File: config.mk
export PLATFORM = sky130hd
export DESIGN_NAME = sba_store_arb
export DESIGN_NICKNAME = d
export VERILOG_FILES = /design/src/rtl/sba_pkg.sv /design/src/rtl/sba_lru_arb.sv /design/src/rtl/sba_pool.sv /design/src/rtl/sba_store_arb.sv
export SDC_FILE = /design/constraint.sdc
export NUM_CORES = 1
export LEC_CHECK = 0
export BUFFER_PORTS_ARGS = -buffer_cell sky130_fd_sc_hd__buf_2
export CAP_MARGIN = 10
export CORE_MARGIN = 2
export CORE_UTILIZATION = 45
export CTS_CLUSTER_SIZE = 30
export DETAILED_ROUTE_END_ITERATION = 10
export PLACE_DENSITY_LB_ADDON = 0.08
export SYNTH_ARGS = -nofsm -noshare
export SYNTH_HDL_FRONTEND = slang
export SYNTH_SLANG_ARGS = --single-unit
File: constraint.sdc
create_clock -name clk -period 6.1 [get_ports clk]
set_input_delay 0.305 -clock clk [delete_from_list [all_inputs] [get_ports clk]]
set_output_delay 0.305 -clock clk [all_outputs]
set_load 0.03 [all_outputs]
File: src/rtl/sba_pkg.sv
package sba_pkg;
    localparam int DEF_NPORT  = 8;
    localparam int DEF_NQUEUE = 8;
    localparam int DEF_NCHUNK = 64;

    // Index of the lowest set bit, used to turn a one-hot grant into an index.
    function automatic int lowest_set(input logic [63:0] v, input int n);
        int idx;
        idx = 0;
        for (int k = n - 1; k >= 0; k--) begin
            if (v[k]) idx = k;
        end
        return idx;
    endfunction
endpackage

File: src/rtl/sba_lru_arb.sv
module sba_lru_arb #(
    parameter int NPORT = 8,
    localparam int PW = $clog2(NPORT)
) (
    input  logic             clk,
    input  logic             rst,
    input  logic [NPORT-1:0] cand,
    output logic             gnt_valid,
    output logic [PW-1:0]    gnt_idx,
    output logic [NPORT-1:0] gnt_onehot
);
    // order_q[0] is the least recently granted port
    logic [PW-1:0] order_q [NPORT];
    logic [PW-1:0] order_d [NPORT];
    int            pos;

    always_comb begin
        gnt_valid = 1'b0;
        pos       = 0;
        for (int k = 0; k < NPORT; k++) begin
            if (!gnt_valid && cand[order_q[k]]) begin
                gnt_valid = 1'b1;
                pos       = k;
            end
        end
        gnt_idx    = order_q[pos];
        gnt_onehot = gnt_valid ? (NPORT'(1) << gnt_idx) : '0;
    end

    always_comb begin
        for (int k = 0; k < NPORT; k++) begin
            if (!gnt_valid || k < pos) order_d[k] = order_q[k];
            else if (k < NPORT - 1)    order_d[k] = order_q[k+1];
            else                       order_d[k] = gnt_idx;
        end
    end

    always_ff @(posedge clk) begin
        for (int k = 0; k < NPORT; k++) begin
            if (rst) order_q[k] <= PW'(k);
            else     order_q[k] <= order_d[k];
        end
    end
endmodule

File: src/rtl/sba_pool.sv
module sba_pool #(
    parameter int NQUEUE = 8,
    parameter int NCHUNK = 64,
    localparam int QW = $clog2(NQUEUE),
    localparam int CW = $clog2(NCHUNK + 1)
) (
    input  logic                 clk,
    input  logic                 rst,
    input  logic                 gnt_valid,
    input  logic [QW-1:0]        gnt_queue,
    input  logic                 gnt_emerg,
    input  logic                 rel_valid,
    input  logic [QW-1:0]        rel_queue,
    output logic [CW-1:0]        shared_free,
    output logic [NQUEUE-1:0]    emerg_used,
    output logic [CW-1:0]        free_count,
    output logic [NQUEUE-1:0]    q_full,
    output logic [NQUEUE*CW-1:0] q_occ
);
    logic [CW-1:0]     shared_d;
    logic [NQUEUE-1:0] emerg_d;
    logic [CW-1:0]     occ_q [NQUEUE];
    logic [CW-1:0]     occ_d [NQUEUE];
    logic              rel_to_shared;

    assign rel_to_shared = rel_valid && !emerg_used[rel_queue];

    always_comb begin
        shared_d = shared_free;
        if (gnt_valid && !gnt_emerg) shared_d = shared_d - 1'b1;
        if (rel_to_shared)           shared_d = shared_d + 1'b1;
        for (int q = 0; q < NQUEUE; q++) begin
            emerg_d[q] = emerg_used[q];
            if (gnt_valid && gnt_emerg && gnt_queue == QW'(q)) emerg_d[q] = 1'b1;
            if (rel_valid && rel_queue == QW'(q) && emerg_used[q]) emerg_d[q] = 1'b0;
            occ_d[q] = occ_q[q];
            if (gnt_valid && gnt_queue == QW'(q)) occ_d[q] = occ_d[q] + 1'b1;
            if (rel_valid && rel_queue == QW'(q)) occ_d[q] = occ_d[q] - 1'b1;
        end
    end

    always_ff @(posedge clk) begin
        if (rst) begin
            shared_free <= CW'(NCHUNK - NQUEUE);
            emerg_used  <= '0;
        end else begin
            shared_free <= shared_d;
            emerg_used  <= emerg_d;
        end
        for (int q = 0; q < NQUEUE; q++) begin
            if (rst) occ_q[q] <= '0;
            else     occ_q[q] <= occ_d[q];
        end
    end

    always_comb begin
        free_count = shared_free + CW'(NQUEUE) - CW'($countones(emerg_used));
        for (int q = 0; q < NQUEUE; q++) begin
            q_full[q]             = (shared_free == '0) && emerg_used[q];
            q_occ[q*CW +: CW]     = occ_q[q];
        end
    end
endmodule

File: src/rtl/sba_store_arb.sv
module sba_store_arb
    import sba_pkg::*;
#(
    parameter int NPORT  = DEF_NPORT,
    parameter int NQUEUE = DEF_NQUEUE,
    parameter int NCHUNK = DEF_NCHUNK,
    localparam int QW = $clog2(NQUEUE),
    localparam int PW = $clog2(NPORT),
    localparam int CW = $clog2(NCHUNK + 1)
) (
    input  logic                 clk,
    input  logic                 rst,
    input  logic [NPORT-1:0]     req_valid,
    input  logic [NPORT-1:0]     req_crit,
    input  logic [NPORT*QW-1:0]  req_queue,
    input  logic                 rel_valid,
    input  logic [QW-1:0]        rel_queue,
    output logic                 gnt_valid,
    output logic [NPORT-1:0]     gnt_onehot,
    output logic [QW-1:0]        gnt_queue,
    output logic                 gnt_emerg,
    output logic [CW-1:0]        free_count,
    output logic [NQUEUE-1:0]    q_full,
    output logic [NQUEUE*CW-1:0] q_occ
);
    logic [QW-1:0]     port_q [NPORT];
    logic [NPORT-1:0]  elig;
    logic [NPORT-1:0]  crit_elig;
    logic [NPORT-1:0]  cand;
    logic [PW-1:0]     gnt_idx;
    logic [CW-1:0]     shared_free;
    logic [NQUEUE-1:0] emerg_used;
    logic              shared_nz;

    assign shared_nz = (shared_free != '0);

    for (genvar i = 0; i < NPORT; i++) begin : g_port
        assign port_q[i] = req_queue[i*QW +: QW];
        assign elig[i]   = req_valid[i] &&
                           (shared_nz || (req_crit[i] && !emerg_used[port_q[i]]));
    end

    assign crit_elig = elig & req_crit;
    assign cand      = (|crit_elig) ? crit_elig : elig;

    sba_lru_arb #(.NPORT(NPORT)) u_arb (
        .clk       (clk),
        .rst       (rst),
        .cand      (cand),
        .gnt_valid (gnt_valid),
        .gnt_idx   (gnt_idx),
        .gnt_onehot(gnt_onehot)
    );

    assign gnt_queue = port_q[gnt_idx];
    assign gnt_emerg = gnt_valid && !shared_nz;

    sba_pool #(.NQUEUE(NQUEUE), .NCHUNK(NCHUNK)) u_pool (
        .clk        (clk),
        .rst        (rst),
        .gnt_valid  (gnt_valid),
        .gnt_queue  (gnt_queue),
        .gnt_emerg  (gnt_emerg),
        .rel_valid  (rel_valid),
        .rel_queue  (rel_queue),
        .shared_free(shared_free),
        .emerg_used (emerg_used),
        .free_count (free_count),
        .q_full     (q_full),
        .q_occ      (q_occ)
    );
endmodule

==> results.tsv, run 1 <==
stage	metric	value	unit
setup_path	Worst EP arrival	6.65	ns
global_routing	number of global-route vias before repair	9431	
setup_path	R2R setup slack	-0.30	ns
floorplan	die area	21520	sq um
synth	EDFF count, synth	0	
timing	f_max	156.3	MHz
route	routed vias/inst	5.757	
global_routing	Total GRT Usage	0.2820	
synth	post-synth top area share	0.2076	
placed_design	port bufs	129	
setup_path	worst r2r path cells	29	
cts	worst skew pair latency	0.36	ns
cts	# hold bufs at CTS	0	
floorplan	# IOs	130	
timing	slew margin rel.	0.3602	
route	1st-iter DRT viols	691	
cts	CTS Root Cell	clkbuf_16	
synth	syn_area_per_cell	7.946	sq um
route	drt first pass iters	5	
setup_path	Req. time, crit path	6.35	ns
floorplan	die span in x	146.7	um
synth	Synth Register Bits	95	
route	Final Routed Wirelength	30900	um
hold_path	worst hold endpoint	u_pool.shared_free[1]$_SDFF_PP0_	
synth	Cells after Synth	1153	
timing	final worst slack	-0.2960	ns
synth	Mapped Area	9161	sq um
cts	CTS tree	built	
synth	Synth cell types	101	
timing	Fin. Hold Viols	0	
route	antenna-violating nets left	0	
synth	Yosys warnings	0	
floorplan	CORE AREA	20100	sq um
cts	clock slew at reported path FFs	0.07	ns
hold_path	HP Class	input port to flop	
timing	final worst-path cycle share	1.049	
timing	min Tclk post-route	6.396	ns
route	per-cell routed wire length	18.12	um
finish	share of cells above drive strength 1	0.3735	
status	run status	finished, violations left	
global_routing	total grt overflow	0	
timing	Clock Skews	0.01575	ns
setup_path	worst-path maximum fanout	5	
cts	Clock Tree Buf Depth	2	
setup_path	Critical-path top delay cell	or4_4	
synth	top cells by area, synth	dfxtp_1, mux2i_1, xnor2_1, ha_1, nor2_1	
cts	CTS H-tree depth	3	
placed_design	DP HPWL	22850	um
timing	actual slew at the worst max-slew pin	0.9524	ns
synth	post-synthesis sequential area ratio	0.2076	
synth	Main synth FF type	dfxtp_1	
synth	syn_nets	1238	
timing	Final setup violation count	14	
status	failing checks	negative setup slack	
cts	clock sinks	95	
setup_path	CP startpoint kind	flop	
global_routing	largest net degree at the start of global routing	75	
hold_path	startpoint of the worst hold path	rel_valid	
finish	nets	1516	
setup_path	Crit Path Class	flop to flop	
route	Via Count	9816	
placed_design	global placer's final weighted congestion	0.9699	
hold_path	Hold Path Depth	4	
floorplan	num rows	52	
synth	most frequent cell after synthesis	nor2_1	
cts	CTS Buf Count	9	
route	number of remaining DRC errors	0	
setup_path	reg2reg end	u_pool.occ_q[1][27]$_SDFF_PP0_	
setup_path	CP most frequent cell	buf_4	
finish	area grow syn2layout	35.88	%
floorplan	Starting Density	0.4557	
synth	Synth area leader	dfxtp_1	
timing	RSZ-0062 raised after global routing	yes	
setup_path	CP max stage delay	0.46	ns
run	max cap viols	0	
synth	top cells by count, synth	nor2_1, nand2_1, dfxtp_1, xnor2_1, mux2i_1	
finish	Diodes inserted	0	
placed_design	dpl ws	-0.4366	ns
floorplan	Die Y	146.7	um
setup_path	reg2reg start	u_pool.shared_free[1]$_SDFF_PP0_	
synth	Async SR Flop Fraction	0	
setup_path	Crit. End Element	flop	
finish	fin util	0.6192	
global_routing	global-route wire length before repair	48970	um
timing	Slew Viols, Final	0	
global_routing	initial antenna violation count	1	
-- flip-flops by register name, summed over array words and instances (netlist names) --
| signal | cells |
|---|---|
| u_pool.occ_q | 56 |
| u_arb.order_q | 24 |
| u_pool.emerg_used | 8 |
| u_pool.shared_free | 7 |
-- cells by family (layout without fill, tap and decap cells) --
logic type	count (synthesis)	in the layout	synth area share
simple gates	494	495	0.2854
compound gates	223	223	0.1838
buf+inv	121	402	0.05736
flops	95	95	0.2076
mux	91	91	0.1216
xor+xnor	90	90	0.08604
fa+ha+maj	39	39	0.05818
-- cells in the final DEF (no fill, tap or decap), types with 8 or more instances in the layout --
master,n
xor2_1,23
buf_2,130
o2111ai_1,9
nor3_1,21
mux2i_1,53
ha_1,26
nand2b_1,11
a22oi_1,8
nor3b_1,16
nand2_1,96
o211ai_1,21
nor4_1,8
nand3_1,60
buf_6,8
nor2_1,104
and3_1,25
a21oi_1,42
o21ai_2,8
inv_1,35
dfxtp_1,86
nand4_1,23
buf_4,204
or3_1,10
nor2b_1,10
o21ai_0,11
a31oi_1,11
clkbuf_16,9
mux4_2,15
dfxtp_2,9
xnor2_1,58
and2_1,22
-- what timing repair did --
action / in CTS / in global routing
cloned: 2 / 0
setup buffers: 11 / 13
hold endpoints to repair: 0 / 0
resized for setup: 65 / 56
setup endpoints to repair: 19 / 39
pin swaps: 22 / 23
-- critical path, delay by kind of cell, from the launching register on --
family          cells  cell delay, ns
simple gates       11            2.76
compound gates      8            1.55
buf+inv             6            0.82
mux                 2            0.49
flops               1            0.32
fa+ha+maj           2            0.32
-- stage by stage --
stage               cells  hold slack (ns)  TNS, ns  cell area, sq um
floorplan            1153           0.4893  -0.8147              9363
global placement     1665           0.4937   -2.277             11410
detailed placement   1665           0.5036   -4.492             11410
CTS                  1693           0.3398   -2.231             12070
global route         1705           0.3683   -7.132             12450
finish               1705           0.3418   -2.205             12450
-- metal layers --
| layer | part of all wire | track usage | vias to the layer above |
|---|---|---|---|
| met2 | 0.49 | 0.4836 | 304 |
| met3 | 0.055 | 0.05250 | 52 |
| li1 | - | - | 4775 |
| met1 | 0.44 | 0.3633 | 4683 |
| met4 | 0.020 | 0.07670 | 2 |
| met5 | 0.00036 | 0 | - |
-- worst max path at each step --
stage / from / to / slack, ns / depth (start not counted)
finish: u_pool.shared_free[1]$_SDFF_PP0_ / u_pool.occ_q[1][27]$_SDFF_PP0_ / -0.30 / 29
detailed placement: u_pool.shared_free[1]$_SDFF_PP0_ / u_pool.occ_q[1][13]$_SDFF_PP0_ / -0.44 / 27
CTS: u_pool.shared_free[1]$_SDFF_PP0_ / u_pool.occ_q[1][27]$_SDFF_PP0_ / -0.30 / 27
global route: u_pool.shared_free[1]$_SDFF_PP0_ / u_pool.occ_q[1][6]$_SDFF_PP0_ / -0.57 / 31
floorplan: u_pool.shared_free[1]$_SDFF_PP0_ / u_pool.occ_q[1][6]$_SDFF_PP0_ / -0.23 / 30
global placement: u_pool.emerg_used[4]$_SDFFE_PP0P_ / u_pool.occ_q[1][27]$_SDFF_PP0_ / -0.26 / 25
-- final cells by class --
cell class / count / area, sq um
fillers: 1787 / 7656
well taps: 270 / 337.8
flip-flops and latches: 95 / 1913
clock inverters: 5 / 45.04
inverters: 39 / 151.4
multi-input cells: 938 / 7390
repair buffers: 348 / 2382
clock buffers: 10 / 229.0
Power of run 1 is left out: the tool's default activity adds up to more than one toggle a clock period on the data nets, which glitch-free logic cannot reach.
==> run 2, diff against run 1 <==
==> constraint.sdc (replaced) <==
create_clock -name clk -period 6.1 [get_ports clk]
set_input_delay 0.305 -clock clk [delete_from_list [all_inputs] [get_ports clk]]
set_output_delay 0.305 -clock clk [all_outputs]
set_load 0.1 [all_outputs]
==> run 2 against run 1 <==
Net effect:
- the run still ends with negative setup slack left
- fmax shrank 0.56%
- sequential share of layout area down 0.72 points
- count of clock-buffer cells in the layout rose by 3
- register-to-register slack worse by 0.04 ns
- setup slack lost 0.036 ns
- critical path depth increased by 1
- routed wire length is 2.7% higher
- non-clock buffer count increased by 38
- design area rose by 4.5%
- via count is 3.3% higher
==> results.tsv, run 2 (same netlist as run 1, synthesis figures left out) <==
stage	metric	value	unit	change
floorplan	Die Y	146.7	um	unchanged
setup_path	Crit Path Class	flop to flop		
placed_design	area post-placement	11560	sq um	+1.3%
cts	clock slew at reported path FFs	0.07	ns	about the same
finish	top flop regs	u_pool.occ_q x56, u_arb.order_q x24, u_pool.emerg_used x8		
global_routing	global-route wire length before repair	49910	um	+1.9%
setup_path	Critical-path top delay cell	mux4_2		
route	1st-iter DRT viols	636		-8.0%
setup_path	Crit. End Element	flop		
finish	most common cell after layout, fill and taps aside	buf_4		
floorplan	num rows	52		unchanged
setup_path	worst path buffer plus inverter count	5		-1
finish	commonest non-fill, non-tap cells in the layout	buf_4, buf_2, nor2_1		
finish	Biggest register	u_pool.occ_q		
setup_path	reg2reg start	u_pool.shared_free[0]$_SDFF_PP0_		
setup_path	Req. time, crit path	6.31	ns	-0.04 ns
status	run status	finished, violations left		
timing	Clock Skews	0.01216	ns	-0.003585 ns
timing	Fin Setup TNS	-3.567	ns	-1.362 ns
route	drt first pass iters	5		unchanged
finish	design area	13010	sq um	+4.5%
status	failing checks	negative setup slack		
timing	slew margin rel.	0.4020		+0.04180
floorplan	die span in x	146.7	um	unchanged
finish	Fillers	1711		-4.3%
finish	nets	1554		+2.5%
route	Final Routed Wirelength	31720	um	+2.7%
cts	CTS H-tree depth	3		unchanged
floorplan	die area	21520	sq um	unchanged
setup_path	Worst EP arrival	6.65	ns	about the same
setup_path	kind of cell adding the most delay to the critical path	simple AND/OR/NAND/NOR gates		
setup_path	critical path startpoint	u_pool.shared_free[0]$_SDFF_PP0_		
route	Via Count	10144		+3.3%
placed_design	global placer's final weighted congestion	0.9598		-1.0%
global_routing	largest net degree at the start of global routing	74		-1.3%
cts	Clock Tree Buf Depth	2		unchanged
cts	CTS Buf Count	9		unchanged
timing	Fin. Hold Viols	0		unchanged
finish	area of the multi-input gates	7518	sq um	+1.7%
timing	Slew Viols, Final	0		unchanged
cts	CTS Root Cell	clkbuf_16		
setup_path	worst-path maximum fanout	7		+2
floorplan	Starting Density	0.4557		unchanged
hold_path	HP Class	input port to flop		
cts	worst skew pair latency	0.35	ns	about the same
floorplan	# IOs	130		unchanged
timing	final worst-path cycle share	1.054		+0.005951
timing	actual slew at the worst max-slew pin	0.8970	ns	-0.05537 ns
global_routing	initial antenna violation count	1		unchanged
timing	f_max	155.5	MHz	-0.56%
setup_path	CP startpoint kind	flop		
timing	Final setup violation count	22		+8
global_routing	number of global-route vias before repair	9586		+1.6%
placed_design	DP HPWL	23220	um	+1.6%
route	routed vias/inst	5.817		+1.0%
hold_path	startpoint of the worst hold path	rel_valid		
setup_path	CP max stage delay	0.64	ns	+0.18 ns
timing	min Tclk post-route	6.432	ns	+0.03630 ns
timing	final worst slack	-0.3323	ns	-0.03630 ns
run	max cap viols	0		unchanged
floorplan	CORE AREA	20100	sq um	unchanged
cts	clock sinks	95		unchanged
global_routing	Total GRT Usage	0.2847		+0.002753
global_routing	total grt overflow	0		unchanged
finish	max FFs per register	56		unchanged
route	antenna-violating nets left	0		unchanged
finish	area grow syn2layout	42.04	%	
route	per-cell routed wire length	18.19	um	+0.35%
placed_design	port bufs	129		unchanged
cts	CTS tree	built		
timing	RSZ-0062 raised after global routing	yes		
finish	share of cells above drive strength 1	0.3978		+0.02431
route	number of remaining DRC errors	0		unchanged
finish	register area	1906	sq um	-0.39%
run 2: cell count changes in the layout (fill, tap and decap cells not counted), moves of 6 or more:
cell,before,now
buf_12,4,10
dfxtp_2,9,3
buf_6,8,23
buf_2,130,122
buf_4,204,231
dfxtp_1,86,92
a21oi_2,3,9
run 2: worst paths after layout:
path                                           end  slack (ns)  depth (start not counted)
setup / recovery     u_pool.occ_q[1][6]$_SDFF_PP0_       -0.33                         30
hold / removal    u_pool.shared_free[1]$_SDFF_PP0_        0.34                          4
setup reg to reg     u_pool.occ_q[1][6]$_SDFF_PP0_       -0.33                         30
hold reg to reg     u_pool.occ_q[0][13]$_SDFF_PP0_        0.52                          2
run 2: layer usage:
layer / global-route usage / up-vias / part of all wire
met5: 0 / - / 0
met4: 0.1092 / 0 / 0.031
met3: 0.04469 / 66 / 0.058
met2: 0.4695 / 337 / 0.47
met1: 0.3751 / 4891 / 0.44
li1: - / 4850 / -
run 2: layout make-up:
type | count | share of cell area
Multi-Input combinational cell | 938 | 0.5778
Timing Repair Buffer | 386 | 0.2155
Sequential cell | 95 | 0.1464
Tap cell | 270 | 0.02596
Clock buffer | 13 | 0.02077
Inverter | 39 | 0.01221
Clock inverter | 2 | 0.001154
Antenna cell | 1 | 0.0001923
run 2: worst reg2reg max path, delay by kind of cell (launching register included):
family / cells / cell delay, ns
AND/OR/NAND/NOR: 11 / 2.09
multiplexers: 4 / 1.67
AO/OA/AOI/OAI: 6 / 1.03
buffers and inverters: 5 / 0.60
flip-flops: 1 / 0.33
adder cells (fa/ha/maj): 2 / 0.29
XOR/XNOR: 2 / 0.29
run 2: metrics by stage:
step	cells	setup WS [ns]	util	hold slack (ns)
floorplan	1153	-0.3268	-	0.4893
detailed placement	1668	-0.5056	0.5749	0.5109
CTS	1720	-0.2767	0.6225	0.3228
finish	1744	-0.3323	0.6472	0.3368
global route	1743	-0.5389	0.6471	0.4091
global placement	1668	-0.3903	0.5749	0.4924
run 2: what timing repair did:
item | 4_1_cts | 5_1_grt
setup endpoints to repair | 20 | 41
hold buffers | 0 | 0
cloned | 1 | 0
pin swaps | 36 | 51
gates resized for setup | 88 | 61
setup buffers | 36 | 27
hold endpoints to repair | 0 | 0
Power of run 2 is left out for the same reason.
